`config.mk`:
```
export PLATFORM = sky130hd
export DESIGN_NAME = lpenc_counter
export DESIGN_NICKNAME = d
export VERILOG_FILES = /design/src/rtl/lpenc_pkg.sv /design/src/rtl/lpenc_sync.sv /design/src/rtl/lpenc_decode.sv /design/src/rtl/lpenc_regs.sv /design/src/rtl/lpenc_core.sv /design/src/rtl/lpenc_counter.sv
export SDC_FILE = /design/constraint.sdc
export NUM_CORES = 1
export LEC_CHECK = 0
export BUFFER_PORTS_ARGS = -buffer_cell sky130_fd_sc_hd__buf_4
export CAP_MARGIN = 20
export CORE_ASPECT_RATIO = 1.1
export CORE_MARGIN = 5
export CORE_UTILIZATION = 41
export DETAILED_ROUTE_END_ITERATION = 8
export SLEW_MARGIN = 40
export SYNTH_ARGS = -nofsm -noshare
export SYNTH_HDL_FRONTEND = slang
export SYNTH_HIERARCHICAL = 1
export SYNTH_SLANG_ARGS = --single-unit
```
`constraint.sdc`:
```
create_clock -name clk -period 2.25 [get_ports clk]
set_input_delay 0.675 -clock clk [delete_from_list [all_inputs] [get_ports clk]]
set_output_delay 0.675 -clock clk [all_outputs]
set_load 0.05 [all_outputs]
```
`src/rtl/lpenc_pkg.sv`:
```
package lpenc_pkg;

   localparam int ADDR_W = 3;

   // register addresses
   localparam logic [ADDR_W-1:0] RA_CTRL   = 3'd0;
   localparam logic [ADDR_W-1:0] RA_CFG    = 3'd1;
   localparam logic [ADDR_W-1:0] RA_COUNT  = 3'd2;
   localparam logic [ADDR_W-1:0] RA_RELOAD = 3'd3;
   localparam logic [ADDR_W-1:0] RA_CMP    = 3'd4;
   localparam logic [ADDR_W-1:0] RA_STAT   = 3'd5;
   localparam logic [ADDR_W-1:0] RA_CLR    = 3'd6;

   // bit positions
   localparam int CTL_EN  = 0;
   localparam int CTL_GO  = 1;
   localparam int FLG_RLD = 0;
   localparam int FLG_CMP = 1;
   localparam int CFG_W   = 3;

   typedef enum logic [1:0] {
      EDGE_RISE = 2'd0,
      EDGE_FALL = 2'd1,
      EDGE_BOTH = 2'd2,
      EDGE_OFF  = 2'd3
   } edge_sel_e;

   typedef struct packed {
      logic      quad;
      edge_sel_e edge_sel;
   } cfg_t;

endpackage

```
`src/rtl/lpenc_sync.sv`:
```
module lpenc_sync #(
   parameter int W      = 2,
   parameter int STAGES = 2
) (
   input  logic         clk,
   input  logic         rst_n,
   input  logic [W-1:0] d,
   output logic [W-1:0] q
);

   logic [STAGES-1:0][W-1:0] stg;

   generate
      if (STAGES == 1) begin : g_one
         always_ff @(posedge clk or negedge rst_n) begin
            if (!rst_n) stg <= '0;
            else        stg <= d;
         end
      end else begin : g_chain
         always_ff @(posedge clk or negedge rst_n) begin
            if (!rst_n) stg <= '0;
            else        stg <= {stg[STAGES-2:0], d};
         end
      end
   endgenerate

   assign q = stg[STAGES-1];

endmodule

```
`src/rtl/lpenc_decode.sv`:
```
module lpenc_decode
   import lpenc_pkg::*;
#(
   parameter bit ENC_EN = 1'b1
) (
   input  logic      clk,
   input  logic      rst_n,
   input  logic      a,
   input  logic      b,
   input  logic      quad,
   input  edge_sel_e edge_sel,
   output logic      up,
   output logic      dn
);

   logic a_q, b_q;

   always_ff @(posedge clk or negedge rst_n) begin
      if (!rst_n) begin
         a_q <= 1'b0;
         b_q <= 1'b0;
      end else begin
         a_q <= a;
         b_q <= b;
      end
   end

   logic rise_a, fall_a, rise_b, fall_b;
   logic use_rise, use_fall;

   assign rise_a   =  a & ~a_q;
   assign fall_a   = ~a &  a_q;
   assign rise_b   =  b & ~b_q;
   assign fall_b   = ~b &  b_q;
   assign use_rise = (edge_sel == EDGE_RISE) || (edge_sel == EDGE_BOTH);
   assign use_fall = (edge_sel == EDGE_FALL) || (edge_sel == EDGE_BOTH);

   logic cnt_up;
   assign cnt_up = (rise_a & use_rise) | (fall_a & use_fall);

   generate
      if (ENC_EN) begin : g_quad
         logic q_up, q_dn, clash;
         assign clash = (a ^ a_q) & (b ^ b_q);
         always_comb begin
            q_up = (use_rise & ((rise_a & ~b) | (rise_b &  a)))
                 | (use_fall & ((fall_a &  b) | (fall_b & ~a)));
            q_dn = (use_rise & ((rise_a &  b) | (rise_b & ~a)))
                 | (use_fall & ((fall_a & ~b) | (fall_b &  a)));
            if (!quad) begin
               up = cnt_up;
               dn = 1'b0;
            end else if (clash) begin
               up = 1'b0;
               dn = 1'b0;
            end else begin
               up = q_up;
               dn = q_dn;
            end
         end
      end else begin : g_plain
         logic unused_quad;
         assign unused_quad = quad ^ b_q ^ rise_b ^ fall_b;
         assign up = cnt_up;
         assign dn = 1'b0;
      end
   endgenerate

endmodule

```
`src/rtl/lpenc_regs.sv`:
```
module lpenc_regs
   import lpenc_pkg::*;
#(
   parameter int CNT_W     = 16,
   parameter int READY_LAT = 2
) (
   input  logic              clk,
   input  logic              rst_n,
   input  logic              we,
   input  logic [ADDR_W-1:0] addr,
   input  logic [CNT_W-1:0]  wdata,
   input  logic [CNT_W-1:0]  count,
   output logic [CNT_W-1:0]  rdata,
   output logic              en_q,
   output logic              run_q,
   output cfg_t              cfg_q,
   output logic [CNT_W-1:0]  reload_q,
   output logic [1:0]        wr_ok,
   output logic [1:0]        rdy
);

   logic             wr_ctrl, wr_cfg, wr_clr;
   logic [CNT_W-1:0] cmp_q;

   assign wr_ctrl              = we && (addr == RA_CTRL);
   assign wr_cfg               = we && (addr == RA_CFG) && !en_q;
   assign wr_clr               = we && (addr == RA_CLR);
   assign wr_ok[FLG_RLD]       = we && (addr == RA_RELOAD) && en_q;
   assign wr_ok[FLG_CMP]       = we && (addr == RA_CMP) && en_q;

   always_ff @(posedge clk or negedge rst_n) begin
      if (!rst_n) begin
         en_q  <= 1'b0;
         run_q <= 1'b0;
      end else if (wr_ctrl) begin
         en_q  <= wdata[CTL_EN];
         run_q <= wdata[CTL_EN] & (run_q | (en_q & wdata[CTL_GO]));
      end
   end

   always_ff @(posedge clk or negedge rst_n) begin
      if (!rst_n)      cfg_q <= '0;
      else if (wr_cfg) cfg_q <= cfg_t'(wdata[CFG_W-1:0]);
   end

   always_ff @(posedge clk or negedge rst_n) begin
      if (!rst_n) begin
         reload_q <= '1;
         cmp_q    <= '0;
      end else begin
         if (wr_ok[FLG_RLD]) reload_q <= wdata;
         if (wr_ok[FLG_CMP]) cmp_q    <= wdata;
      end
   end

   // ready flags: fixed delay from accepted write, cleared by write-one
   for (genvar k = 0; k < 2; k++) begin : g_rdy
      logic [READY_LAT-1:0] dly;
      logic                 flag;
      if (READY_LAT == 1) begin : g_d1
         always_ff @(posedge clk or negedge rst_n) begin
            if (!rst_n) dly <= '0;
            else        dly <= wr_ok[k];
         end
      end else begin : g_dn
         always_ff @(posedge clk or negedge rst_n) begin
            if (!rst_n) dly <= '0;
            else        dly <= {dly[READY_LAT-2:0], wr_ok[k]};
         end
      end
      always_ff @(posedge clk or negedge rst_n) begin
         if (!rst_n) flag <= 1'b0;
         else        flag <= (flag & ~(wr_clr & wdata[k])) | dly[READY_LAT-1];
      end
      assign rdy[k] = flag;
   end

   always_comb begin
      case (addr)
         RA_CTRL:   rdata = {{(CNT_W-2){1'b0}}, run_q, en_q};
         RA_CFG:    rdata = {{(CNT_W-CFG_W){1'b0}}, cfg_q};
         RA_COUNT:  rdata = count;
         RA_RELOAD: rdata = reload_q;
         RA_CMP:    rdata = cmp_q;
         RA_STAT:   rdata = {{(CNT_W-2){1'b0}}, rdy};
         default:   rdata = '0;
      endcase
   end

endmodule

```
`src/rtl/lpenc_core.sv`:
```
module lpenc_core #(
   parameter int CNT_W = 16
) (
   input  logic             clk,
   input  logic             rst_n,
   input  logic             en,
   input  logic             run,
   input  logic             up,
   input  logic             dn,
   input  logic [CNT_W-1:0] ceil_v,
   output logic [CNT_W-1:0] count
);

   always_ff @(posedge clk or negedge rst_n) begin
      if (!rst_n) begin
         count <= '0;
      end else if (!en) begin
         count <= '0;
      end else if (run && up) begin
         count <= (count >= ceil_v) ? '0 : count + 1'b1;
      end else if (run && dn) begin
         count <= (count == '0) ? ceil_v : count - 1'b1;
      end
   end

endmodule

```
`src/rtl/lpenc_counter.sv`:
```
module lpenc_counter
   import lpenc_pkg::*;
#(
   parameter int CNT_W       = 16,
   parameter int SYNC_STAGES = 2,
   parameter int READY_LAT   = 2,
   parameter bit ENC_EN      = 1'b1
) (
   input  logic              clk,
   input  logic              rst_n,
   input  logic              in_a,
   input  logic              in_b,
   input  logic              bus_we,
   input  logic [ADDR_W-1:0] bus_addr,
   input  logic [CNT_W-1:0]  bus_wdata,
   output logic [CNT_W-1:0]  bus_rdata
);

   generate
      if (CNT_W < 4) begin : g_bad_width
         $error("lpenc_counter: CNT_W must be at least 4");
      end
      if (SYNC_STAGES < 1) begin : g_bad_sync
         $error("lpenc_counter: SYNC_STAGES must be at least 1");
      end
      if (READY_LAT < 1) begin : g_bad_lat
         $error("lpenc_counter: READY_LAT must be at least 1");
      end
   endgenerate

   logic [1:0]       sync_q;
   logic             up_w, dn_w, en_w, run_w;
   cfg_t             cfg_w;
   logic [CNT_W-1:0] count_w, reload_w;
   logic [1:0]       ok_w, rdy_w;

   lpenc_sync #(.W(2), .STAGES(SYNC_STAGES)) u_sync (
      .clk   (clk),
      .rst_n (rst_n),
      .d     ({in_b, in_a}),
      .q     (sync_q)
   );

   lpenc_decode #(.ENC_EN(ENC_EN)) u_dec (
      .clk      (clk),
      .rst_n    (rst_n),
      .a        (sync_q[0]),
      .b        (sync_q[1]),
      .quad     (cfg_w.quad),
      .edge_sel (cfg_w.edge_sel),
      .up       (up_w),
      .dn       (dn_w)
   );

   lpenc_regs #(.CNT_W(CNT_W), .READY_LAT(READY_LAT)) u_regs (
      .clk      (clk),
      .rst_n    (rst_n),
      .we       (bus_we),
      .addr     (bus_addr),
      .wdata    (bus_wdata),
      .count    (count_w),
      .rdata    (bus_rdata),
      .en_q     (en_w),
      .run_q    (run_w),
      .cfg_q    (cfg_w),
      .reload_q (reload_w),
      .wr_ok    (ok_w),
      .rdy      (rdy_w)
   );

   lpenc_core #(.CNT_W(CNT_W)) u_core (
      .clk    (clk),
      .rst_n  (rst_n),
      .en     (en_w),
      .run    (run_w),
      .up     (up_w),
      .dn     (dn_w),
      .ceil_v (reload_w),
      .count  (count_w)
   );

endmodule

```
Yosys cells after proc, flatten, opt, wreduce, memory -nomap -nowiden. Cells that the tools add are included.

Register bits: 65. Input port bits: 24.

Muxes and demuxes: 10. Add/subtract/negate cells: 2. Bitwise logic cells: 43. Order comparisons: 1. Eq/ne operators: 9. Reductions and logical operators: 16.

Operators with widths (count): 16-bit case mux with 6 select lines (1); 16-bit 2-to-1 mux (5); 1-bit bitwise AND (25); 16-bit by 1-bit adder with 16-bit output, second input constant (1); 16-bit greater-or-equal comparator (1); 16-bit zero test (1); 16-bit by 1-bit subtractor with 16-bit output, second input constant (1); 1-bit logical AND (10); 1-bit OR (10); 3-bit equality test, second input constant (3); 3-bit by 2-bit equality test with 1-bit output, second input constant (2); 1-bit inverter (6); 1-bit 2-to-1 mux (4); 3-bit by 1-bit equality test with 1-bit output, second input constant (1); 3-bit zero test (1); 3-bit by 1-bit != test with 1-bit output, second input constant (1); 2-bit by 1-bit equality test with 1-bit output, second input constant (1); 2-bit equality test, second input constant (1); 2-bit zero test (1); 1-bit logical OR (2); 1-bit XOR (2); 1-bit zero test (1).

Logic depth before layout (Yosys ltp). Gate-level depths: netlist of run 1.

Depth after elaboration: 12. Depth in mapped cells: 14.

Cells and area by module. The synthesis of run 1 kept the hierarchy.

By module, submodules not included: lpenc_regs (times used 1, cells an instance 163, area each 2143.3 um^2, seq. area each 1096.1 um^2); lpenc_core (times used 1, cells an instance 275, area each 2047.0 um^2, seq. area each 400.4 um^2); lpenc_decode (times used 1, cells an instance 29, area each 242.7 um^2, seq. area each 50.0 um^2); lpenc_sync (times used 1, cells an instance 6, area each 115.1 um^2, seq. area each 100.1 um^2).

Worst setup path after synthesis of run 1. OpenSTA, ideal clock, no wires.

Kind: in2out. Start point: input port bus_addr[0]. End point: output port bus_rdata[3]. Data required time: 1575 ps. Data arrival time: 2485 ps. Setup slack: -910 ps. Stages: 5. Cell sequence: buf_2 buf_2 buf_4 mux2i_1 o21ai_0.

Longest elaborated chain between the ends: 2. Elaborated cells between the ends (all ways): 7.

RTL lines: start: declaration (line lpenc_counter.sv:14) `input logic [ADDR_W-1:0] bus_addr,`; 3-bit equality test (tied with other cells) (line lpenc_regs.sv:79) `case (addr)`; 16-bit case mux with 6 select lines (*) (line lpenc_regs.sv:79); end: declaration (line lpenc_counter.sv:16) `output logic [CNT_W-1:0] bus_rdata`.

Every way passes the cells marked *; elsewhere a longest branch is shown, timed or not.

Final worst setup path of run 1.
Start point: register u_core.count[0]. End point: output port bus_rdata[0].

Longest elaborated chain between the ends: 1.

RTL lines: start: declaration (line lpenc_core.sv:11) `output logic [CNT_W-1:0] count`; start signal: assignment (line lpenc_core.sv:20) `count <= (count >= ceil_v) ? '0 : count + 1'b1;`; start signal: assignment (line lpenc_core.sv:22) `count <= (count == '0) ? ceil_v : count - 1'b1;`; 16-bit case mux with 6 select lines (line lpenc_regs.sv:79).

No other way between the ends.

==> out/qor.yml, run 1 <==
final_layout:
  drive_above_1_share_pct: 47.5
  final_area_um2: 6590
  antenna-diode-count: 0
  area_growth_pct: 45.3
  postLayoutCoreUtil_pct: 60.7
  nNetsFinal: 627
sta:
  fin_crit_sh_pct: 108
  worst_slack_ns: -0.174
  period_minus_slack_ns: 2.42
  drv_slew: 0
  rsz0062_at_grt: "true"
  max_freq_ghz: 0.413
  setup_viol: 22
  final.setup_skew_ns: 0.00954
  hold_viol: 0
  slew_headroom_pct: 68.1
  tightest_slew_ns: 0.478
  whs_ns: 0.301
setup_path:
  slowest_delay_ns: 0.44
  startpoint: "u_core/count[0]$_DFFE_PN0P_"
  crit_type: "reg2out"
  crit_path_start_kind: "register"
  worstPathRequired_ns: 1.57
  path_cells: "buf_6 > mux4_2 > mux2_4 > buf_8"
  end_kind: "output port"
  path_max_fanout: 2
  r2r_start: "u_regs/reload_q[1]$_DFFE_PN1P_"
  cp_slowest_cell: "mux4_2"
  crit_family: "multiplexers"
  arrival_ns: 1.75
  crit_buf_inv: 2
clocking:
  ctsHoldBuffers: 0
  htree_levels: 3
  clk_path_buf_depth: 2
  clock_sinks: 65
  cts_tree: "done"
  path_clk_slew_ns: 0.06
  numCtsBuffers: 9
  clk-insertion-delay-late_ns: 0.34
  cts_root_buf: "clkbuf_16"
synth:
  synth_nets: 520
  yosys_warnings: 6
  syn-mean-instance-area_um2: 9.62
  synth_cells: 471
  syn_area_um2: 4530
power_and_ir_drop:
  seq_power_share_pct: 23.2
  p_sw_share_pct: 42.1
  ir_drop_mv: 0.540
  powerDensity_nw_per_um2: 1220
  power_frac_comb_pct: 57.5
  internal_power_mw: 4.64
  switchingPower_mw: 3.37
  clkPwrFrac_pct: 19.3
  p_leak_nw: 3.03
die:
  die-area_um2: 13300
  ios: 40
  num_rows: 40
  die_w_um: 110
  die_y_um: 120
  coreArea_um2: 10900
  initial_core_util_pct: 41.7
place:
  dp_hpwl_um: 9570
  port-buffer-count: 39
  gp_congestion: 0.876
  placed_area_um2: 5630
outcome:
  status: "finished, violations left"
  violations: "negative setup slack"
route:
  drc: 0
  drt-total-wl_um: 14000
  first_iter_violations: 456
  postRouteAntennaNets: 0
  vias: 4204
  vias_per_cell: 5.76
  first_pass_iters: 5
  avgRoutedWirePerCell_um: 19.2
global_routing:
  grt_max_degree: 34
  grt_antenna_before_repair: 0
  grt_pass1_wl_um: 21700
  grt_pass1_vias: 4235
  grt-ovfl-total: 0
  gr-usage-all-layers_pct: 21.1
min_path:
  worstHoldPathType: "in2async"
flow_run:
  drv_cap: 0
through the flow:
stage | setup WS [ns] | setup TNS (ns) | instances | total power [mW]
6_report | -0.174 | -1.19 | 730 | 8.01
5_1_grt | -0.214 | -3.81 | 730 | 8.46
4_1_cts | -0.177 | -0.919 | 724 | 7.67
3_5_place_dp | -0.215 | -2.56 | 701 | 5.77
3_3_place_gp | -0.189 | -1.79 | 701 | 5.71
2_1_floorplan | -0.0315 | -0.0999 | 471 | 4.50
layer usage:
layer	share of wire [%]	GRT usage (%)	vias up
li1	-	-	1930
met1	41	25.6	2068
met2	52	36.4	167
met3	4.7	3.74	39
met4	2.9	8.47	0
met5	0	0	-
flip-flops by register name (all words and copies together), names as in the netlist:
signal             cells
u_dec/a_q              1
u_regs/cfg_q           3
u_regs/run_q           1
u_regs/cmp_q          16
u_core/count          16
u_regs/g_rdy.flag      2
u_sync/q               2
u_dec/b_q              1
u_regs/reload_q       16
u_regs/g_rdy.dly       4
u_regs/en_q            1
u_sync/stg             2
cell usage in the layout (no fill, tap or decap), types with 12 or more instances in the layout:
cell and n:
inv_1 26, ha_1 18, buf_4 91, dfrtp_1 49, mux2i_1 14, nor2_1 20, nand2_4 14, nor3_1 13
dfstp_2 16, a21oi_1 12, nand2_1 35, buf_6 22, nand3_1 16, mux2_4 12, mux2_2 27
cell type report:
cell class,instances,area (um2)
Sequential cell,65,1650
Inverter,30,113
Timing Repair Buffer,129,1260
Tap cell,147,184
Fill cell,896,4270
Multi-Input combinational cell,343,3060
Clock inverter,6,90.1
Clock buffer,10,239
final timing paths:
path	depth (start not counted)	end	slack, ns
worst min-delay path	1	u_core/count[10]$_DFFE_PN0P_	0.30
min in group clk	0	u_regs/g_rdy[0].dly[1]$_DFF_PN0_	0.35
worst min register to register	0	u_regs/g_rdy[0].dly[1]$_DFF_PN0_	0.35
max in group asynchronous	2	u_regs/reload_q[6]$_DFFE_PN1P_	1.36
worst max register to register	9	u_core/count[9]$_DFFE_PN0P_	-0.05
worst max-delay path	4	bus_rdata[0]	-0.17
timing repair:
item | 4_1_cts | 5_1_grt
endpoints found under the setup margin | 32 | 32
pin swaps | 20 | 18
setup buffers | 6 | 2
gates cloned | 2 | 4
resized for setup | 70 | 40
power by group through the flow:
stage                     Combinational (mW)  Clock [mW]  Sequential [mW]
after detailed placement                3.96           0             1.81
after global placement                  3.91           0             1.80
final                                   4.61        1.55             1.86
after global routing                    4.93        1.63             1.90
after CTS                               4.26        1.57             1.84
after floorplan                         2.73           0             1.77
No activity file was read; power rests on OpenSTA's default activity.
==> run 2, diff against run 1 <==
--- a/config.mk
+++ b/config.mk
@@ -13,2 +13,3 @@
 export DETAILED_ROUTE_END_ITERATION = 8
+export SETUP_SLACK_MARGIN = 0.1
 export SLEW_MARGIN = 40
==> constraint.sdc (replaced) <==
create_clock -name clk -period 2.25 [get_ports clk]
set_input_delay 0.45 -clock clk [delete_from_list [all_inputs] [get_ports clk]]
set_output_delay 0.45 -clock clk [all_outputs]
set_load 0.05 [all_outputs]
==> run 2 against run 1 <==
The run now ends clean. Combinational power down 5.0%. Clock skew down 0.0040 ns. Register-to-register slack better by 0.08 ns. Non-clock buffer count down 17. Total power down 4.7%. Worst hold slack worse by 0.23 ns. Design area down 9.2%. Die area unchanged. Critical endpoint unchanged. Largest cell class unchanged. Highest routed layer unchanged.
==> out/qor.yml, run 2 (synthesis gave the netlist of run 1 again) <==
global_routing:
  grt_antenna_before_repair: 0  # unchanged
  gr-usage-all-layers_pct: 20.9  # was 21.1%
  grt_pass1_wl_um: 21400  # was 21700 um
  grt_max_degree: 38  # was 34
  grt_pass1_vias: 4240  # was 4235
  grt-ovfl-total: 0  # unchanged
place:
  dp_hpwl_um: 9710  # was 9570 um
  gp_congestion: 0.924  # was 0.876
  placedCellCount: 684  # was 701
  port-buffer-count: 39  # unchanged
sta:
  final.setup_skew_ns: 0.00558  # was 0.00954 ns
  max_freq_ghz: 0.449  # was 0.413 GHz
  fin_crit_sh_pct: 99.0  # was 108%
  tightest_slew_ns: 0.531  # was 0.478 ns
  slew_headroom_pct: 64.1  # was 68.1%
  rsz0062_at_grt: "true"  # unchanged
  fin_tns_setup_ns: 0  # was -1.19 ns
  period_minus_slack_ns: 2.23  # was 2.42 ns
  drv_slew: 0  # unchanged
  setup_viol: 0  # was 22
  hold_viol: 0  # unchanged
clocking:
  path_clk_slew_ns: 0.05  # was 0.06 ns
  clk_path_buf_depth: 2  # unchanged
  clk-insertion-delay-late_ns: 0.34  # about the same
  numCtsBuffers: 9  # unchanged
  cts_root_buf: "clkbuf_16"  # unchanged
  clock_sinks: 65  # unchanged
  cts_tree: "done"  # unchanged
  htree_levels: 3  # unchanged
die:
  die_y_um: 120  # unchanged
  initial_core_util_pct: 41.7  # unchanged
  coreArea_um2: 10900  # unchanged
  die-area_um2: 13300  # unchanged
  num_rows: 40  # unchanged
  ios: 40  # unchanged
  die_w_um: 110  # unchanged
route:
  first_iter_violations: 224  # was 456
  vias: 4009  # was 4204
  vias_per_cell: 5.62  # was 5.76
  first_pass_iters: 5  # unchanged
  drt-total-wl_um: 13000  # was 14000 um
  postRouteAntennaNets: 0  # unchanged
  avgRoutedWirePerCell_um: 18.3  # was 19.2 um
  drc: 0  # unchanged
setup_path:
  arrival_ns: 1.78  # was 1.75 ns
  slowest_delay_ns: 0.46  # was 0.44 ns
  crit_type: "reg2out"  # unchanged
  worstPathRequired_ns: 1.80  # was 1.57 ns
  crit_path_start_kind: "register"  # unchanged
  end_kind: "output port"  # unchanged
  path_max_fanout: 2  # unchanged
  rrSetupSlack_ns: 0.03  # was -0.05 ns
  cp_slowest_cell: "mux4_2"  # unchanged
  path_cells: "buf_4 > mux4_2 > mux2_4 > buf_8"  # was buf_6 > mux4_2 > mux2_4 > buf_8
power_and_ir_drop:
  seq_power_share_pct: 23.8  # was 23.2%
  internal_power_mw: 4.43  # was 4.64 mW
  clkPwrFrac_pct: 18.8  # was 19.3%
  p_sw_share_pct: 42.1  # about the same
  powerDensity_nw_per_um2: 1280  # was 1220 nW/um2
  ir_drop_mv: 0.627  # was 0.540 mV
  power_frac_comb_pct: 57.4  # was 57.5%
  p_leak_nw: 2.73  # was 3.03 nW
  switchingPower_mw: 3.21  # was 3.37 mW
final_layout:
  final_cells: 713  # was 730
  layout_common_cells: "104 x buf_4, 48 x nand2_1, 48 x dfrtp_1, 28 x mux2_2, 23 x inv_1"  # was 91 x buf_4, 49 x dfrtp_1, 35 x nand2_1, 27 x mux2_2, 26 x inv_1
  area_growth_pct: 31.9  # was 45.3%
  nNetsFinal: 610  # was 627
  top_regs: "u_core/count: 16 flops, u_regs/cmp_q: 16 flops, u_regs/reload_q: 16 flops"  # unchanged
  antenna-diode-count: 0  # unchanged
  drive_above_1_share_pct: 42.9  # was 47.5%
  final_common_cell: "buf_4"  # unchanged
outcome:
  status: "finished, final reports clean"  # was finished, violations left
min_path:
  worstHoldPathType: "in2async"  # unchanged
flow_run:
  drv_cap: 0  # unchanged
[run 2: changes by cell type in the layout (fill, tap and decap cells not counted), moves of 9 or more]
cell / before / now
buf_6: 22 / 3
nand2_4: 14 / 0
nand2_1: 35 / 48
buf_4: 91 / 104
buf_12: 11 / 2
o21ai_1: 7 / 18
o21ai_4: 11 / 1
[run 2: power groups by stage]
| stage | Clock, mW | Combinational, mW | Sequential [mW] |
|---|---|---|---|
| final | 1.43 | 4.38 | 1.82 |
| after floorplan | 0 | 2.73 | 1.77 |
| after global placement | 0 | 3.78 | 1.81 |
| after detailed placement | 0 | 3.85 | 1.83 |
| after global routing | 1.53 | 4.79 | 1.86 |
| after CTS | 1.47 | 4.20 | 1.81 |
[run 2: worst paths after layout]
check,startpoint,endpoint,depth (start not counted)
max in group asynchronous,rst_n,u_regs/reload_q[10]$_DFFE_PN1P_,2
worst min register to register,u_sync/stg[0]$_DFF_PN0_,u_sync/q[0]$_DFF_PN0_,0
worst min-delay path,rst_n,u_sync/q[1]$_DFF_PN0_,1
min in group clk,in_a,u_sync/stg[0]$_DFF_PN0_,1
worst max-delay path,u_regs/cfg_q[0]$_DFFE_PN0P_,bus_rdata[0],4
worst max register to register,u_regs/cfg_q[1]$_DFFE_PN0P_,u_core/count[3]$_DFFE_PN0P_,12
[run 2: what timing repair did]
item	CTS	global route
buffers inserted	7	4
cloned	2	0
pin swaps	17	10
hold endpoints to repair	0	0
hold buffers	0	0
gates resized for setup	33	18
endpoints found under the setup margin	17	17
[run 2: per-stage QoR]
stage | hold WS (ns) | instance area (um2) | setup slack (ns) | power, mW | utilization, %
floorplan | 0.154 | 4630 | -0.0885 | 4.50 | -
global placement | 0.334 | 5330 | 0.0145 | 5.59 | 49.1
detailed placement | 0.342 | 5330 | -0.0709 | 5.68 | 49.1
CTS | 0.0806 | 5870 | 0.0160 | 7.48 | 54.0
global route | 0.102 | 5980 | -0.121 | 8.18 | 55.1
finish | 0.0679 | 5980 | 0.0220 | 7.64 | 55.1
[run 2: critical path: cells and delay by family, from the launching register on]
kind     cells  cell delay, ns
flops        1            0.39
buf+inv      2            0.29
mux          2            0.76
[run 2: layout make-up]
| type | count | area, um2 |
|---|---|---|
| fillers | 993 | 4880 |
| multi-input cells | 343 | 2820 |
| flip-flops and latches | 65 | 1650 |
| repair buffers | 112 | 912 |
| clock buffers | 9 | 225 |
| well taps | 147 | 184 |
| inverters | 30 | 113 |
| clock inverters | 7 | 78.8 |
[run 2: metal layers]
metal | track usage (%) | part of all wire [%]
met1 | 25.5 | 40
met2 | 34.0 | 50
met3 | 3.36 | 4.7
met4 | 13.0 | 4.6
met5 | 0 | 0
==> run 3, diff against run 2 <==
SKIP_LAST_GASP = 1   (was unset)
clock period = 2.5 ns   (was 2.25 ns; I/O delays follow)
==> run 3 against run 2 <==
Clock power is 13% lower. Sequential share of layout area is 2.0 points higher. Flip-flop and latch count stayed put. Register-to-register slack better by 0.08 ns. Largest power group unchanged.
==> out/qor.yml, run 3 (synthesis gave the netlist of run 1 again) <==
place:
  dp_hpwl_um: 8670  # was 9710 um
  pre_cts_slack_ns: 0.0253  # was -0.0709 ns
  gp_congestion: 0.880  # was 0.924
  port-buffer-count: 39  # unchanged
die:
  coreArea_um2: 10900  # unchanged
  initial_core_util_pct: 41.7  # unchanged
  die-area_um2: 13300  # unchanged
  die_y_um: 120  # unchanged
  ios: 40  # unchanged
  num_rows: 40  # unchanged
  die_w_um: 110  # unchanged
power_and_ir_drop:
  power_frac_comb_pct: 53.3  # was 57.4%
  clkPwrFrac_pct: 19.8  # was 18.8%
  switchingPower_mw: 2.63  # was 3.21 mW
  seq_power_share_pct: 26.9  # was 23.8%
  power_mw: 6.26  # was 7.64 mW
  internal_power_mw: 3.63  # was 4.43 mW
  p_sw_share_pct: 42.0  # was 42.1%
  powerDensity_nw_per_um2: 1120  # was 1280 nW/um2
  p_leak_nw: 2.47  # was 2.73 nW
  ir_drop_mv: 0.499  # was 0.627 mV
setup_path:
  arrival_ns: 2.65  # was 1.78 ns
  crit_type: "reg2reg"  # was reg2out
  crit_buf_inv: 4  # was 2
  worstPathRequired_ns: 2.76  # was 1.80 ns
  slowest_delay_ns: 0.42  # was 0.46 ns
  path_max_fanout: 5  # was 2
  path_cells: "inv_2 > ha_4 > inv_1 > o22a_1 > o21ai_2 > o211ai_1 > buf_4 > buf_6 > a311o_1 > o31ai_1 > o2bb2ai_1"  # was buf_4 > mux4_2 > mux2_4 > buf_8
  crit_family: "compound AO/OA/AOI/OAI gates"  # was multiplexers
  cp_slowest_cell: "dfrtp_2"  # was mux4_2
  end_kind: "register"  # was output port
  crit_path_start_kind: "register"  # unchanged
route:
  first_iter_violations: 218  # was 224
  vias_per_cell: 5.64  # was 5.62
  drt-total-wl_um: 12100  # was 13000 um
  drc: 0  # unchanged
  postRouteAntennaNets: 0  # unchanged
  avgRoutedWirePerCell_um: 17.9  # was 18.3 um
  first_pass_iters: 4  # was 5
  vias: 3818  # was 4009
sta:
  slew_headroom_pct: 46.9  # was 64.1%
  max_freq_ghz: 0.418
  hold_viol: 0  # unchanged
  rsz0062_at_grt: "true"  # unchanged
  worst_slack_ns: 0.110  # was 0.0220 ns
  tightest_slew_ns: 0.796  # was 0.531 ns
  fin_tns_setup_ns: 0  # unchanged
  drv_slew: 0  # unchanged
  final.setup_skew_ns: 0.00633  # was 0.00558 ns
  setup_viol: 0  # unchanged
  whs_ns: 0.140  # was 0.0679 ns
  fin_crit_sh_pct: 95.6
  period_minus_slack_ns: 2.39
clocking:
  clk-insertion-delay-late_ns: 0.34  # about the same
  clock_sinks: 65  # unchanged
  ctsHoldBuffers: 0  # unchanged
  numCtsBuffers: 9  # unchanged
  clk_path_buf_depth: 2  # unchanged
  path_clk_slew_ns: 0.05  # about the same
  htree_levels: 3  # unchanged
  cts_root_buf: "clkbuf_16"  # unchanged
  cts_tree: "done"  # unchanged
final_layout:
  nNetsFinal: 574  # was 610
  final_common_cell: "buf_4"  # unchanged
  drive_above_1_share_pct: 35.5  # was 42.9%
  antenna-diode-count: 0  # unchanged
  fillCellCount: 999  # was 993
  multi_input_area_um2: 2720  # was 2820 um2
  top_regs: "u_core/count: 16 flops, u_regs/cmp_q: 16 flops, u_regs/reload_q: 16 flops"  # unchanged
  layout_common_cells: "69 x buf_4, 48 x nand2_1, 46 x dfrtp_1, 29 x mux2_2, 26 x inv_1"  # was 104 x buf_4, 48 x nand2_1, 48 x dfrtp_1, 28 x mux2_2, 23 x inv_1
  area_growth_pct: 23.0  # was 31.9%
  regArea_um2: 1650  # about the same
outcome:
  status: "finished, final reports clean"  # unchanged
global_routing:
  grt_pass1_wl_um: 19500  # was 21400 um
  grt-ovfl-total: 0  # unchanged
  gr-usage-all-layers_pct: 18.6  # was 20.9%
  grt_max_degree: 66  # was 38
  grt_pass1_vias: 3843  # was 4240
  grt_antenna_before_repair: 0  # unchanged
flow_run:
  drv_cap: 0  # unchanged
min_path:
  worstHoldPathType: "in2async"  # unchanged
## run 3: what timing repair did
action	in CTS	in global routing
pin swaps	1	18
gates cloned	0	0
gates resized for setup	1	35
setup endpoints to repair	8	15
endpoints found under the hold margin	0	0
buffers inserted	1	7
## run 3: path summary, 6_finish.rpt
path | startpoint | to | slack (ns) | cells after the start
min | rst_n | u_sync/stg[0]$_DFF_PN0_ | 0.14 | 1
min in group clk | in_a | u_sync/stg[0]$_DFF_PN0_ | 0.27 | 1
max | u_regs/cfg_q[1]$_DFFE_PN0P_ | u_core/count[5]$_DFFE_PN0P_ | 0.11 | 11
max in group asynchronous | rst_n | u_regs/cmp_q[11]$_DFFE_PN0P_ | 1.90 | 1
max reg2reg | u_regs/cfg_q[1]$_DFFE_PN0P_ | u_core/count[5]$_DFFE_PN0P_ | 0.11 | 11
min reg2reg | u_regs/g_rdy[1].dly[0]$_DFF_PN0_ | u_regs/g_rdy[1].dly[1]$_DFF_PN0_ | 0.34 | 0
## run 3: per-stage QoR
step                utilization (%)  std cells  instance area [um2]
finish                         51.4        677                 5580
detailed placement             46.6        653                 5070
CTS                            49.4        670                 5370
floorplan                         -        471                 4550
global route                   51.4        677                 5580
global placement               46.6        653                 5060
## run 3: area by class of cell
| cell class | count | area share [%] |
|---|---|---|
| inverters | 30 | 2.02 |
| flip-flops and latches | 65 | 29.6 |
| clock buffers | 13 | 4.49 |
| well taps | 147 | 3.30 |
| clock inverters | 3 | 0.718 |
| repair buffers | 76 | 11.2 |
| multi-input cells | 343 | 48.7 |
## run 3: power by group through the flow
stage,clock (mW),combinational [mW],sequential [mW]
floorplan,0,2.37,1.59
global placement,0,3.15,1.67
detailed placement,0,3.18,1.69
CTS,1.27,3.19,1.67
global route,1.32,3.66,1.72
finish,1.24,3.34,1.68
## run 3: per-layer routing
layer	up-vias	track usage [%]	routed length, um
li1	1816	-	-
met1	1859	22.9	5080
met2	120	31.8	6170
met3	23	4.11	599
met4	0	6.62	286
met5	-	0	0
